File: config.mk
export PLATFORM = sky130hd
export DESIGN_NAME = cbx_unit
export DESIGN_NICKNAME = d
export VERILOG_FILES = /design/src/rtl/cbx_pkg.sv /design/src/rtl/cbx_decode.sv /design/src/rtl/cbx_target.sv /design/src/rtl/cbx_xchg.sv /design/src/rtl/cbx_unit.sv
export SDC_FILE = /design/constraint.sdc
export NUM_CORES = 1
export LEC_CHECK = 0
export ABC_AREA = 0
export CELL_PAD_IN_SITES_DETAIL_PLACEMENT = 1
export CELL_PAD_IN_SITES_GLOBAL_PLACEMENT = 2
export CORE_MARGIN = 8
export CORE_UTILIZATION = 31
export DETAILED_ROUTE_END_ITERATION = 10
export GPL_ROUTABILITY_DRIVEN = 0
export GPL_TIMING_DRIVEN = 0
export PLACE_DENSITY = 0.89
export SLEW_MARGIN = 15
export SYNTH_ARGS = -nofsm -noshare
export SYNTH_HDL_FRONTEND = slang
export SYNTH_SLANG_ARGS = --single-unit
File: constraint.sdc
create_clock -name clk -period 5.4 [get_ports clk]
set_clock_uncertainty 0.2 [all_clocks]
set_input_delay 1.08 -clock clk [delete_from_list [all_inputs] [get_ports clk]]
set_output_delay 1.08 -clock clk [all_outputs]
set_load 0.05 [all_outputs]
File: src/rtl/cbx_pkg.sv
package cbx_pkg;

    typedef enum logic [2:0] {
        K_NONE    = 3'd0,
        K_COND    = 3'd1,
        K_JUMP    = 3'd2,
        K_LONG_HI = 3'd3,
        K_LONG_LO = 3'd4,
        K_XCHG    = 3'd5
    } br_kind_e;

endpackage

File: src/rtl/cbx_decode.sv
module cbx_decode
    import cbx_pkg::*;
#(
    parameter int COND_W = 8,
    parameter int JUMP_W = 11,
    parameter int LONG_W = 11
) (
    input  logic [15:0]       instr,
    output br_kind_e          kind,
    output logic [COND_W-1:0] off_cond,
    output logic [JUMP_W-1:0] off_jump,
    output logic [LONG_W-1:0] off_long
);

    logic cond_reserved;

    // Condition values 1110 and 1111 are reserved and never decode as a branch.
    assign cond_reserved = (instr[11:9] == 3'b111);

    always_comb begin
        kind = K_NONE;
        if (instr[15:12] == 4'b1101) begin
            if (!cond_reserved) kind = K_COND;
        end else if (instr[15:11] == 5'b11100) begin
            kind = K_JUMP;
        end else if (instr[15:11] == 5'b11110) begin
            kind = K_LONG_HI;
        end else if (instr[15:11] == 5'b11111) begin
            kind = K_LONG_LO;
        end else if (instr[15:7] == 9'b010001110 && instr[2:0] == 3'b000) begin
            kind = K_XCHG;
        end
    end

    assign off_cond = instr[COND_W-1:0];
    assign off_jump = instr[JUMP_W-1:0];
    assign off_long = instr[LONG_W-1:0];

endmodule

File: src/rtl/cbx_target.sv
module cbx_target
    import cbx_pkg::*;
#(
    parameter int ADDR_W = 32,
    parameter int COND_W = 8,
    parameter int JUMP_W = 11,
    parameter int LONG_W = 11
) (
    input  br_kind_e          kind,
    input  logic [ADDR_W-1:0] pc,
    input  logic [ADDR_W-1:0] hold,
    input  logic [COND_W-1:0] off_cond,
    input  logic [JUMP_W-1:0] off_jump,
    input  logic [LONG_W-1:0] off_long,
    output logic [ADDR_W-1:0] rel_target,
    output logic [ADDR_W-1:0] hold_next,
    output logic [ADDR_W-1:0] ret_addr
);

    // The upper half of a long call is shifted past the lower half and its halfword bit.
    localparam int HI_SHIFT = LONG_W + 1;

    logic [ADDR_W-1:0] pc_ahead;
    logic [ADDR_W-1:0] ext_cond;
    logic [ADDR_W-1:0] ext_jump;
    logic [ADDR_W-1:0] ext_hi;
    logic [ADDR_W-1:0] ext_lo;

    // The PC reads as the instruction address plus 4.
    assign pc_ahead = pc + ADDR_W'(4);

    assign ext_cond = {{(ADDR_W-COND_W-1){off_cond[COND_W-1]}}, off_cond, 1'b0};
    assign ext_jump = {{(ADDR_W-JUMP_W-1){off_jump[JUMP_W-1]}}, off_jump, 1'b0};
    assign ext_hi   = {{(ADDR_W-LONG_W-HI_SHIFT){off_long[LONG_W-1]}}, off_long, {HI_SHIFT{1'b0}}};
    assign ext_lo   = {{(ADDR_W-LONG_W-1){1'b0}}, off_long, 1'b0};

    always_comb begin
        unique case (kind)
            K_COND:    rel_target = pc_ahead + ext_cond;
            K_JUMP:    rel_target = pc_ahead + ext_jump;
            K_LONG_LO: rel_target = hold + ext_lo;
            default:   rel_target = pc_ahead;
        endcase
    end

    assign hold_next = pc_ahead + ext_hi;
    // The return point is the instruction after the second half, with bit 0 marking 16-bit state.
    assign ret_addr  = (pc + ADDR_W'(2)) | ADDR_W'(1);

endmodule

File: src/rtl/cbx_xchg.sv
module cbx_xchg #(
    parameter int ADDR_W = 32
) (
    input  logic [ADDR_W-1:0] reg_val,
    output logic              new_state,
    output logic [ADDR_W-1:0] xchg_target
);

    assign new_state = reg_val[0];

    // 16-bit state is halfword aligned; 32-bit state is word aligned.
    always_comb begin
        if (reg_val[0]) xchg_target = {reg_val[ADDR_W-1:1], 1'b0};
        else            xchg_target = {reg_val[ADDR_W-1:2], 2'b00};
    end

endmodule

File: src/rtl/cbx_unit.sv
module cbx_unit
    import cbx_pkg::*;
#(
    parameter int ADDR_W = 32,
    parameter int COND_W = 8,
    parameter int JUMP_W = 11,
    parameter int LONG_W = 11
) (
    input  logic              clk,
    input  logic              rst_n,
    input  logic              instr_valid,
    input  logic [15:0]       instr,
    input  logic [ADDR_W-1:0] pc_in,
    input  logic              cond_pass,
    input  logic [ADDR_W-1:0] reg_val,
    input  logic              wide_xchg,
    output logic              br_taken,
    output logic [ADDR_W-1:0] br_target,
    output logic              lr_we,
    output logic [ADDR_W-1:0] lr_data,
    output logic              narrow_state
);

    typedef struct packed {
        logic              taken;
        logic [ADDR_W-1:0] target;
        logic              lr_we;
        logic [ADDR_W-1:0] lr_data;
        logic              nstate;
        logic [ADDR_W-1:0] hold;
        logic              hold_v;
    } unit_st_t;

    unit_st_t st_d, st_q;

    br_kind_e          kind;
    logic [COND_W-1:0] off_cond;
    logic [JUMP_W-1:0] off_jump;
    logic [LONG_W-1:0] off_long;
    logic [ADDR_W-1:0] rel_target;
    logic [ADDR_W-1:0] hold_next;
    logic [ADDR_W-1:0] ret_addr;
    logic              x_state;
    logic [ADDR_W-1:0] x_target;
    logic              use_narrow;
    logic              use_wide;

    cbx_decode #(
        .COND_W (COND_W),
        .JUMP_W (JUMP_W),
        .LONG_W (LONG_W)
    ) u_dec (
        .instr    (instr),
        .kind     (kind),
        .off_cond (off_cond),
        .off_jump (off_jump),
        .off_long (off_long)
    );

    cbx_target #(
        .ADDR_W (ADDR_W),
        .COND_W (COND_W),
        .JUMP_W (JUMP_W),
        .LONG_W (LONG_W)
    ) u_tgt (
        .kind       (kind),
        .pc         (pc_in),
        .hold       (st_q.hold),
        .off_cond   (off_cond),
        .off_jump   (off_jump),
        .off_long   (off_long),
        .rel_target (rel_target),
        .hold_next  (hold_next),
        .ret_addr   (ret_addr)
    );

    cbx_xchg #(
        .ADDR_W (ADDR_W)
    ) u_xchg (
        .reg_val     (reg_val),
        .new_state   (x_state),
        .xchg_target (x_target)
    );

    // the 16-bit input is used only in narrow state, the wide request only outside it.
    assign use_narrow = st_q.nstate & instr_valid;
    assign use_wide   = ~st_q.nstate & wide_xchg;

    always_comb begin
        st_d       = st_q;
        st_d.taken = 1'b0;
        st_d.lr_we = 1'b0;
        if (use_narrow) begin
            // Any accepted event except a first half breaks a pending pair.
            st_d.hold_v = 1'b0;
            unique case (kind)
                K_COND: begin
                    if (cond_pass) begin
                        st_d.taken  = 1'b1;
                        st_d.target = rel_target;
                    end
                end
                K_JUMP: begin
                    st_d.taken  = 1'b1;
                    st_d.target = rel_target;
                end
                K_LONG_HI: begin
                    st_d.hold   = hold_next;
                    st_d.hold_v = 1'b1;
                end
                K_LONG_LO: begin
                    if (st_q.hold_v) begin
                        st_d.taken   = 1'b1;
                        st_d.target  = rel_target;
                        st_d.lr_we   = 1'b1;
                        st_d.lr_data = ret_addr;
                    end
                end
                K_XCHG: begin
                    st_d.taken  = 1'b1;
                    st_d.target = x_target;
                    st_d.nstate = x_state;
                end
                default: ;
            endcase
        end else if (use_wide) begin
            st_d.hold_v = 1'b0;
            st_d.taken  = 1'b1;
            st_d.target = x_target;
            st_d.nstate = x_state;
        end
    end

    always_ff @(posedge clk) begin
        if (!rst_n) st_q <= '0;
        else        st_q <= st_d;
    end

    assign br_taken     = st_q.taken;
    assign br_target    = st_q.target;
    assign lr_we        = st_q.lr_we;
    assign lr_data      = st_q.lr_data;
    assign narrow_state = st_q.nstate;

    // a link write only comes with the branch it belongs to.
    p_link_with_branch_r6: assert property (@(posedge clk) disable iff (!rst_n)
        lr_we |-> br_taken);

    // the return value marks 16-bit state.
    p_link_odd_r6: assert property (@(posedge clk) disable iff (!rst_n)
        lr_we |-> lr_data[0]);

    // a second half with no pending first half produces nothing.
    p_orphan_low_r7: assert property (@(posedge clk) disable iff (!rst_n)
        (use_narrow && kind == K_LONG_LO && !st_q.hold_v) |=> (!br_taken && !lr_we));

    // a failed condition gives no branch.
    p_cond_fail_r2: assert property (@(posedge clk) disable iff (!rst_n)
        (use_narrow && kind == K_COND && !cond_pass) |=> !br_taken);

    // in 32-bit state nothing is taken without an exchange request.
    p_wide_only_r9: assert property (@(posedge clk) disable iff (!rst_n)
        (!narrow_state && !wide_xchg) |=> !br_taken);

    // the state bit moves only on a taken branch.
    p_state_moves_on_branch_r10: assert property (@(posedge clk) disable iff (!rst_n)
        !$stable(narrow_state) |-> br_taken);

    // a branch that lands in 32-bit state is word aligned.
    p_wide_align_r8: assert property (@(posedge clk) disable iff (!rst_n)
        (br_taken && !narrow_state) |-> (br_target[1:0] == 2'b00));

endmodule

==> results.sh <==
export IMPL_status="completed"
export IMPL_yosysWarnings=0
export IMPL_slowest_stage="or4b_2"
export IMPL_dpl_hpwl_um=28800
export IMPL_core_region_area_um2=28500
export IMPL_worstPathArrival_ps=5330
export IMPL_p_seq_share_pct=34.0
export IMPL_synth_seq_cells=100
export IMPL_cts_root_buf="clkbuf_16"
export IMPL_fillerInstances=3523
export IMPL_clkTransAtPathRegs_ps=80
export IMPL_power_leakage_nw=4.21
export IMPL_cts_sinks=100
export IMPL_swShare_pct=35.9
export IMPL_avgSynthCellArea_um2=7.50
export IMPL_dr_pass1_iters=5
export IMPL_h_tree_depth=3
export IMPL_setup_violations=0
export IMPL_die_h_um=185
export IMPL_cts_tree="yes"
export IMPL_power_frac_clock_pct=32.0
export IMPL_grt_pass1_wl_um=55100
export IMPL_drt_iter0_drc=628
export IMPL_pin_count=152
export IMPL_async_flop_share_pct=0
export IMPL_routed_wirelength_um=35600
export IMPL_numCtsBuffers=9
export IMPL_die_x_um=185
export IMPL_power_density_nw_per_um2=196
export IMPL_portBuffers=144
export IMPL_drc=0
export IMPL_diodes=0
export IMPL_synth_nets=1337
export IMPL_crit_top_cell="nand2_1"
export IMPL_drtAntennaViolNets=0
export IMPL_start_util_pct=31.3
export IMPL_fin_setup_tns_ps=0
export IMPL_ys_flop_type="dfxtp_1"
export IMPL_nets=1497
export IMPL_p_switching_uw=804
export IMPL_clockBufferDepth=2
export IMPL_grt_pass1_vias=9631
export IMPL_drive_gt1_share_pct=10.2
export IMPL_ir_worst_vdd_uv=148
export IMPL_synthToLayoutAreaGrowth_pct=28.1
export IMPL_netlist_instances=1187
export IMPL_power_mw=2.24
export IMPL_cp_max_fo=7
export IMPL_layout_worst_path_cycle_share_pct=96.6
export IMPL_vias_per_cell=5.36
export IMPL_min_period_ps=5220
export IMPL_maxCapViolations=0
export IMPL_mostFrequentLayoutCell="clkdlybuf4s50_1"
export IMPL_worst_slack_ps=182
export IMPL_wire_per_inst_um=20.5
export IMPL_required_ps=5520
export IMPL_worstMarginPinSlew_ps=822
export IMPL_rows=62
export IMPL_path_buf_inv=1
export IMPL_vias=9306
export IMPL_internal_power_mw=1.44
export IMPL_holdCritPathClass="reg2reg"
export IMPL_critical_path_top_delay_family="simple AND/OR/NAND/NOR gates"
export IMPL_insertion_delay_ps=360
export IMPL_synth_edf_count=0
export IMPL_power_frac_comb_pct=34.1
export IMPL_post_place_ws_ps=-1370
export IMPL_path_cells="clkdlybuf4s50_1, nand3_4, or3_4, nor3_4, nand2_1, xnor2_2, ha_1, nand2_1, o21ai_0, or3_1, or4b_2, o221ai_2, or2_2, mux2i_2, a22o_1"
export IMPL_antenna_found_initial=0
export IMPL_grt_overflow=0
export IMPL_hold_viol=0
export IMPL_seq_area_frac_synth_pct=22.5
export IMPL_fin_util_pct=40.1
export IMPL_critPathLaunchType="input port"
export IMPL_max_stage_delay_ps=630
export IMPL_drv_slew=0
export IMPL_final_cell_mix="clkdlybuf4s50_1 (139), nand2_1 (132), nor2_1 (121), dfxtp_1 (100), a21oi_1 (82)"
export IMPL_cp_end_kind="flip-flop"
export IMPL_fmax_ghz=0.192
export IMPL_die_area_um2=34400
export IMPL_grt_use_total_pct=20.3
export IMPL_ctsHoldBuffers=0
export IMPL_crit_type="in2reg"
export IMPL_synthesis_area_um2=8910
export IMPL_synthDistinctLibCells=74
export IMPL_grt_max_degree=22
export IMPL_slew_headroom_pct=45.0
==> worst paths after layout <==
kind	from	endpoint	slack [ps]	cells after the start
hold reg to reg	br_target[6]	br_target[6]	270	2
setup / recovery	pc_in[6]	br_target[29]	180	15
setup reg to reg	st_q[9]	br_target[30]	1560	9
hold / removal	br_target[6]	br_target[6]	270	2
==> power by group through the flow <==
stage	clock network, mW	logic [mW]	registers, mW
after detailed placement	0	0.731	0.778
after global routing	0.754	0.822	0.762
after CTS	0.731	0.743	0.760
after floorplan	0	0.460	0.778
final	0.716	0.763	0.760
after global placement	0	0.720	0.777
==> per-layer routing <==
layer / share of wire (%) / track usage [%] / vias up / routed length (um)
li1: - / - / 4544 / -
met1: 48 / 27.7 / 4472 / 17200
met2: 44 / 33.0 / 251 / 15700
met3: 5.6 / 3.57 / 39 / 2000
met4: 1.8 / 4.48 / 0 / 629
met5: 0 / 0 / - / 0
==> through the flow <==
stage	instance area (um2)	hold WS [ps]	instances
floorplan	8910	232	1187
global placement	10800	244	1715
detailed placement	10800	256	1715
CTS	11200	269	1732
global route	11400	297	1736
finish	11400	270	1736
==> sequential cells by signal (all words and copies together) (netlist names) <==
| name | cells |
|---|---|
| st_q | 33 |
| lr_data | 32 |
| lr_we | 1 |
| narrow_state | 1 |
| br_target | 32 |
| br_taken | 1 |
==> logic make-up (layout without fill, tap and decap cells) <==
| logic type | Yosys count | count (layout) | synth area share, % |
|---|---|---|---|
| simple gates | 425 | 425 | 22.4 |
| compound gates | 331 | 331 | 24.4 |
| buf+inv | 137 | 302 | 8.58 |
| xor+xnor | 122 | 122 | 12.0 |
| flops | 100 | 100 | 22.5 |
| fa+ha+maj | 65 | 65 | 9.38 |
| mux | 7 | 7 | 0.801 |
==> cell type report <==
cell class	instances	area [um2]	share of cell area, %
clock inverter	6	81.3	0.713
tap	384	480	4.21
sequential	100	2000	17.5
clock buffer	10	239	2.09
multi-input combinational	950	6360	55.7
buffer	115	682	5.98
inverter	22	82.6	0.724
timing repair buffer	149	1480	13.0
==> tightest hold or removal path, cell delays in order (launching register included) <==
cell	delay, ps
dfxtp_1	320
nand2_1	60
a21oi_1	50
==> cell usage after synthesis (21+ instances only) <==
cell type / instances / share of area [%]
ha_1: 62 / 8.7
buf_4: 64 / 5.4
nand3_1: 43 / 2.4
o21ai_0: 62 / 3.5
xnor2_1: 67 / 6.6
a21oi_1: 85 / 4.8
nor2_1: 124 / 5.2
nor3_1: 25 / 1.4
inv_1: 21 / 0.89
dfxtp_1: 100 / 22
clkbuf_1: 44 / 1.9
a22oi_1: 22 / 1.9
xor2_1: 55 / 5.4
nand2_1: 132 / 5.6
a211oi_1: 39 / 3.3
==> timing repair <==
action | in CTS | in global routing
endpoints found under the setup margin | 20 | 15
resized for setup | 21 | 30
cloned | 0 | 0
pin swaps | 2 | 6
setup buffers | 1 | 4
Note: power is estimated with default switching activity, not from simulation.
